===== config.mk =====
export PLATFORM = sky130hd
export DESIGN_NAME = pw_regfile
export DESIGN_NICKNAME = d
export VERILOG_FILES = /design/src/rtl/pw_regfile.sv
export SDC_FILE = /design/constraint.sdc
export NUM_CORES = 2
export LEC_CHECK = 0
export ABC_AREA = 1
export BUFFER_PORTS_ARGS = -buffer_cell sky130_fd_sc_hd__buf_2
export CORE_ASPECT_RATIO = 0.5
export CORE_MARGIN = 2
export CORE_UTILIZATION = 25
export DETAILED_ROUTE_END_ITERATION = 6
export PLACE_DENSITY = 0.47
export RECOVER_POWER = 100
export REMOVE_ABC_BUFFERS = 1
export SLEW_MARGIN = 0
export SYNTH_ARGS = -nofsm -noshare
export SYNTH_HDL_FRONTEND = slang
export SYNTH_SLANG_ARGS = --single-unit

===== constraint.sdc =====
create_clock -name clk -period 2.1 [get_ports clk]
set_input_delay 0.21 -clock clk [delete_from_list [all_inputs] [get_ports clk]]
set_output_delay 0.21 -clock clk [all_outputs]
set_load 0.02 [all_outputs]

===== src/rtl/pw_regfile.sv =====
module pw_regfile #(
  parameter int NREG     = 16,
  parameter int HI_REGS  = 4,
  parameter int PAIR_HI  = 2,
  parameter int PAIR_LO  = 0,
  localparam int AW      = $clog2(NREG)
) (
  input  logic          clk,
  input  logic          rst_n,
  input  logic          wr_en,
  input  logic [AW-1:0] wr_idx,
  input  logic [1:0]    wr_size,
  input  logic          wr_hi,
  input  logic [63:0]   wr_data,
  input  logic          pair_en,
  input  logic [63:0]   pair_hi,
  input  logic [63:0]   pair_lo,
  input  logic [AW-1:0] rd0_idx,
  input  logic [1:0]    rd0_size,
  input  logic          rd0_hi,
  input  logic          rd0_sext,
  output logic [63:0]   rd0_data,
  input  logic [AW-1:0] rd1_idx,
  input  logic [1:0]    rd1_size,
  input  logic          rd1_hi,
  input  logic          rd1_sext,
  output logic [63:0]   rd1_data
);
  localparam logic [AW-1:0] HI_LIM = AW'(HI_REGS);

  logic [63:0] regs [NREG];
  logic [63:0] merged;
  logic        wr_hibyte, wr_go;

  assign wr_hibyte = wr_hi && (wr_size == 2'b00);
  assign wr_go     = wr_en && !pair_en && !(wr_hibyte && wr_idx >= HI_LIM);

  always_comb begin
    merged = regs[wr_idx];
    case (wr_size)
      2'b00: if (wr_hibyte) merged[15:8] = wr_data[7:0];
             else           merged[7:0]  = wr_data[7:0];
      2'b01: merged[15:0] = wr_data[15:0];
      2'b10: merged = {32'd0, wr_data[31:0]};
      default: merged = wr_data;
    endcase
  end

  always_ff @(posedge clk or negedge rst_n) begin
    if (!rst_n) begin
      for (int i = 0; i < NREG; i++) regs[i] <= '0;
    end else if (pair_en) begin
      regs[PAIR_HI] <= pair_hi;
      regs[PAIR_LO] <= pair_lo;
    end else if (wr_go) begin
      regs[wr_idx] <= merged;
    end
  end

  function automatic logic [63:0] fetch(input logic [63:0] w, input logic [AW-1:0] idx,
                                        input logic [1:0] sz, input logic hi, input logic sx);
    logic [63:0] r;
    case (sz)
      2'b00: begin
        if (hi) r = (idx < HI_LIM) ? {{56{sx & w[15]}}, w[15:8]} : 64'd0;
        else    r = {{56{sx & w[7]}}, w[7:0]};
      end
      2'b01:   r = {{48{sx & w[15]}}, w[15:0]};
      2'b10:   r = {{32{sx & w[31]}}, w[31:0]};
      default: r = w;
    endcase
    return r;
  endfunction

  assign rd0_data = fetch(regs[rd0_idx], rd0_idx, rd0_size, rd0_hi, rd0_sext);
  assign rd1_data = fetch(regs[rd1_idx], rd1_idx, rd1_size, rd1_hi, rd1_sext);
endmodule


==> results.md <==
- The largest registers in the layout are regs x1024.
- Routed signal wires occupy layers up through met5.
- Entering global routing, the biggest net connects 100 pins.
- After the last flow step, the layout net total stands at 12200.
- The full die area is 286000 sq um.
- In the post-route analysis, the smallest setup slack over all paths is -921 ps.
- Counting flops with a built-in enable in the synthesized netlist gives 0.
- The quantity of I/O buffers inserted on ports is 346.
- Summed over all instances, the cell type with the most area after synthesis is sky130_fd_sc_hd__dfrtp_1.
- The share of synthesized flip-flops with an asynchronous set or reset is 100%.
- Across every metal layer, demand over resource in global routing totals 27.2%.
- The number of clock buffers added by TritonCTS is 117.
- The final design utilization is 33.5%.
- For this design the ratio of total power to cell area is 687 nW/um^2.
- Setup repair after global routing could not meet its margin everywhere.
- The unique cell type count in the Yosys netlist is 36.
- Counting every instance in the synthesized netlist gives 11200.
- In this run the core area contains 137 standard-cell rows.
- The longest clock path from root to sink contains 3 buffers.
- The initial antenna violation count is 19.
- The first-pass GRT wire length is 571000 um.
- Sorting the synthesized cells by area gives the leading types as sky130_fd_sc_hd__dfrtp_1 36%, sky130_fd_sc_hd__nand2_1 24%, sky130_fd_sc_hd__o21ai_0 8.7%, sky130_fd_sc_hd__nand3_1 7.6%, sky130_fd_sc_hd__a21oi_1 5.4%.
- The required time reported for the critical path endpoint is 1890 ps.
- The number of vias per cell after detailed routing is 5.32.
- After the first detailed-routing iteration, the DRC count stood at 11700.
- The root buffer cell chosen for the clock tree is sky130_fd_sc_hd__clkbuf_16.
- The number of hold-slack violations in the final timing report is 0.
- The post-route netlist has 17.1% of its cells at a drive strength greater than 1.
- In the final layout, flip-flops and latches occupy 25600 sq um.
- After detailed routing, the met2 layer carries 174000 um of wire.
- The final reports fail on max-capacitance violations, max-slew violations, negative setup slack.
- The core region is 279000 sq um.
- The arrival time of data at the critical path endpoint is 2810 ps.
- The register bank with the most flops is regs.
- The count of nets left with antenna violations once routing finished came out at 0.
- The overall overflow remaining after global route is 0.
- The clock net in this run drives a total of 1024 sinks.
- The tightest min-delay check is of the in2reg type.
- Total power for the finished layout comes to 64.2 mW.
- After synthesis the cells add up to 70300 sq um.
- TritonCTS built the clock tree.
- The routed layout has 84100 vias.
- The flow ran to the end, but the final reports show violations.
- Relative to the synthesized area, the layout overhead comes to 32.9%.
- After synthesis, the largest area contributor takes up 36.4% of total cell area.
- The leakage power is 46.4 nW.
- Counting I/O delays and the setup requirement, the final critical path takes 3020 ps.
- The most common cell after layout, fill and taps aside is sky130_fd_sc_hd__nand2_1.
- In the final layout, the multi-input gates occupy 39300 sq um.
- The worst setup path is captured at an output pin.
- The count of maximum capacitance violations is 1.
- Measured along the x axis, the die boundary spans 754 um.
- In the synthesized netlist the dominant register cell turns out to be sky130_fd_sc_hd__dfrtp_1.
- The maximum clock frequency is 331 MHz.
- The share of the yosys chip area belonging to registers is 36.4%.
- The clock insertion delay at the later pin of the skew report is 790 ps.
- In this run the worst path has a maximum fanout of 6.
- The HPWL after detailed placement is 272000 um.
- In the layout the commonest cells are 4468 x sky130_fd_sc_hd__nand2_1, 1164 x sky130_fd_sc_hd__o21ai_0, 1024 x sky130_fd_sc_hd__dfrtp_1.
- The setup skew after layout is 40.9 ps.
- The total iterations of the first detailed-routing run is 6.
- The total negative slack is -353440 ps.
- The slew at the pin with the worst max-slew slack is 2100 ps.
- For this block, wires on met1 add up to 169000 um.
- At the end of routability-driven placement, the weighted congestion stood at 0.936.
- Clock-pin slew was measured on the worst setup and hold paths at 60 ps.
- The wire length after detailed routing is 408000 um.
- The relative max-transition margin is -40.0%.
- The Yosys step of the flow raised 0 warnings.
- The minimum hold slack is 26.2 ps.
- The total met3 wirelength after detailed routing is 40900 um.
- The number of pins exceeding their max-slew limit in the final report is 16.
- IR analysis of the VDD net gives a maximum drop of 705 uV.
- The critical setup path kind is reg2out.
- The initial cell density of the core is 25.2%.
- The register with the most flip-flops in the layout has 1024 of them.
- The average cell area after synthesis is 6.31 sq um.
- The die height is 379 um.
- The H-tree depth is 3.
- In the routed design, unresolved DRC markers number 0.
- The final clock period utilization by the worst path is 144%.
- The top-level port count is 347.
- After detailed routing, the average wire length per cell comes to 25.8 um.
- The startpoint class of the critical path is a flip-flop.
- The via count of the first global-routing pass is 76800.
- The number of register bits inferred by synthesis is 1024.
- After filler insertion, the fill cell instance count of the layout stands at 30200.
- Setup violations remaining at the end of the flow were counted as 1645.
metrics by stage:
stage | worst slack, ps | instances | instance area [sq um]
final | -921 | 15800 | 93500
after global routing | -996 | 15800 | 93500
after CTS | -902 | 15800 | 92600
after detailed placement | -398 | 15300 | 84300
after global placement | -480 | 15300 | 84300
after floorplan | -3500 | 10200 | 65900
area by class of cell:
type                    instances  area share (%)
multi-input cells            8463            42.0
flip-flops and latches       1024            27.4
diodes                          6          0.0161
clock buffers                 171            3.64
inverters                     741            3.06
well taps                    3753            5.02
clock inverters                40           0.569
repair buffers               1613            18.3
routing by layer:
metal  up-vias  global-route usage, %
met2      4934                   41.6
met5         -                      0
met3       952                   4.82
li1      37700                      -
met4         2                   13.5
met1     40400                   37.1
worst max-delay path: stages (launching register included):
cell and delay, ps:
sky130_fd_sc_hd__dfrtp_1 400, sky130_fd_sc_hd__inv_2 110, sky130_fd_sc_hd__nand2_1 60, sky130_fd_sc_hd__nand3_1 100
sky130_fd_sc_hd__nand2_1 70, sky130_fd_sc_hd__nand2_1 70, sky130_fd_sc_hd__nand2_2 60, sky130_fd_sc_hd__inv_2 90
sky130_fd_sc_hd__nand3_4 90, sky130_fd_sc_hd__nand4_1 190, sky130_fd_sc_hd__buf_12 220, sky130_fd_sc_hd__buf_12 170
sky130_fd_sc_hd__clkbuf_16 180, sky130_fd_sc_hd__nand3_2 80, sky130_fd_sc_hd__buf_6 150
synth_stat cells (5+ instances only):
cell type	number
sky130_fd_sc_hd__nand4_1	26
sky130_fd_sc_hd__inv_2	21
sky130_fd_sc_hd__a22oi_1	57
sky130_fd_sc_hd__inv_1	718
sky130_fd_sc_hd__nand3_1	1063
sky130_fd_sc_hd__buf_2	311
sky130_fd_sc_hd__o21ai_1	132
sky130_fd_sc_hd__o22ai_1	23
sky130_fd_sc_hd__nand3_2	26
sky130_fd_sc_hd__nand2_2	47
sky130_fd_sc_hd__nor2_1	292
sky130_fd_sc_hd__or2_2	16
sky130_fd_sc_hd__clkbuf_2	6
sky130_fd_sc_hd__o211ai_1	230
sky130_fd_sc_hd__dfrtp_1	1024
sky130_fd_sc_hd__nand2_1	4525
sky130_fd_sc_hd__buf_4	76
sky130_fd_sc_hd__a31oi_1	5
sky130_fd_sc_hd__buf_1	73
sky130_fd_sc_hd__buf_6	42
sky130_fd_sc_hd__o21ai_0	1227
sky130_fd_sc_hd__a21oi_1	761
sky130_fd_sc_hd__nor2_4	5
sky130_fd_sc_hd__clkbuf_1	420
logic make-up (layout without fill, tap and decap cells):
| family | count (synthesis) | after routing | share of synthesized area, % |
|---|---|---|---|
| AOI/OAI and AO/OA | 2451 | 2451 | 18.6 |
| and+or+nand+nor | 6012 | 6012 | 34.7 |
| buffers and inverters | 1669 | 2565 | 10.3 |
| DFF | 1024 | 1024 | 36.4 |
| other | 0 | 6 | 0 |
what timing repair did:
action	4_1_cts	5_1_grt
cloned	11	3
hold buffers	198	0
resized for setup	496	299
endpoints found under the hold margin	1360	0
setup buffers	54	70
endpoints found under the setup margin	128	151
pin swaps	70	99
report_power, final:
part | switching, mW | internal (mW)
Sequential | 2.29 | 22.2
Combinational | 10.9 | 6.65
Clock | 9.64 | 12.5
Total | 22.8 | 41.4
path summary, 6_finish.rpt:
path                            slack, ps                   from  cells past startpoint                      to
max in group asynchronous            -400                  rst_n                      4   regs[651]$_DFFE_PN0P_
worst min-delay path                   30            wr_data[48]                      6   regs[816]$_DFFE_PN0P_
min in group asynchronous            1510                  rst_n                      3    regs[25]$_DFFE_PN0P_
worst max register to register       -300  regs[509]$_DFFE_PN0P_                     12  regs[1021]$_DFFE_PN0P_
worst min register to register        470  regs[714]$_DFFE_PN0P_                      2   regs[714]$_DFFE_PN0P_
worst max-delay path                 -920  regs[711]$_DFFE_PN0P_                     14            rd1_data[19]
(Power assumes the default switching activity.)
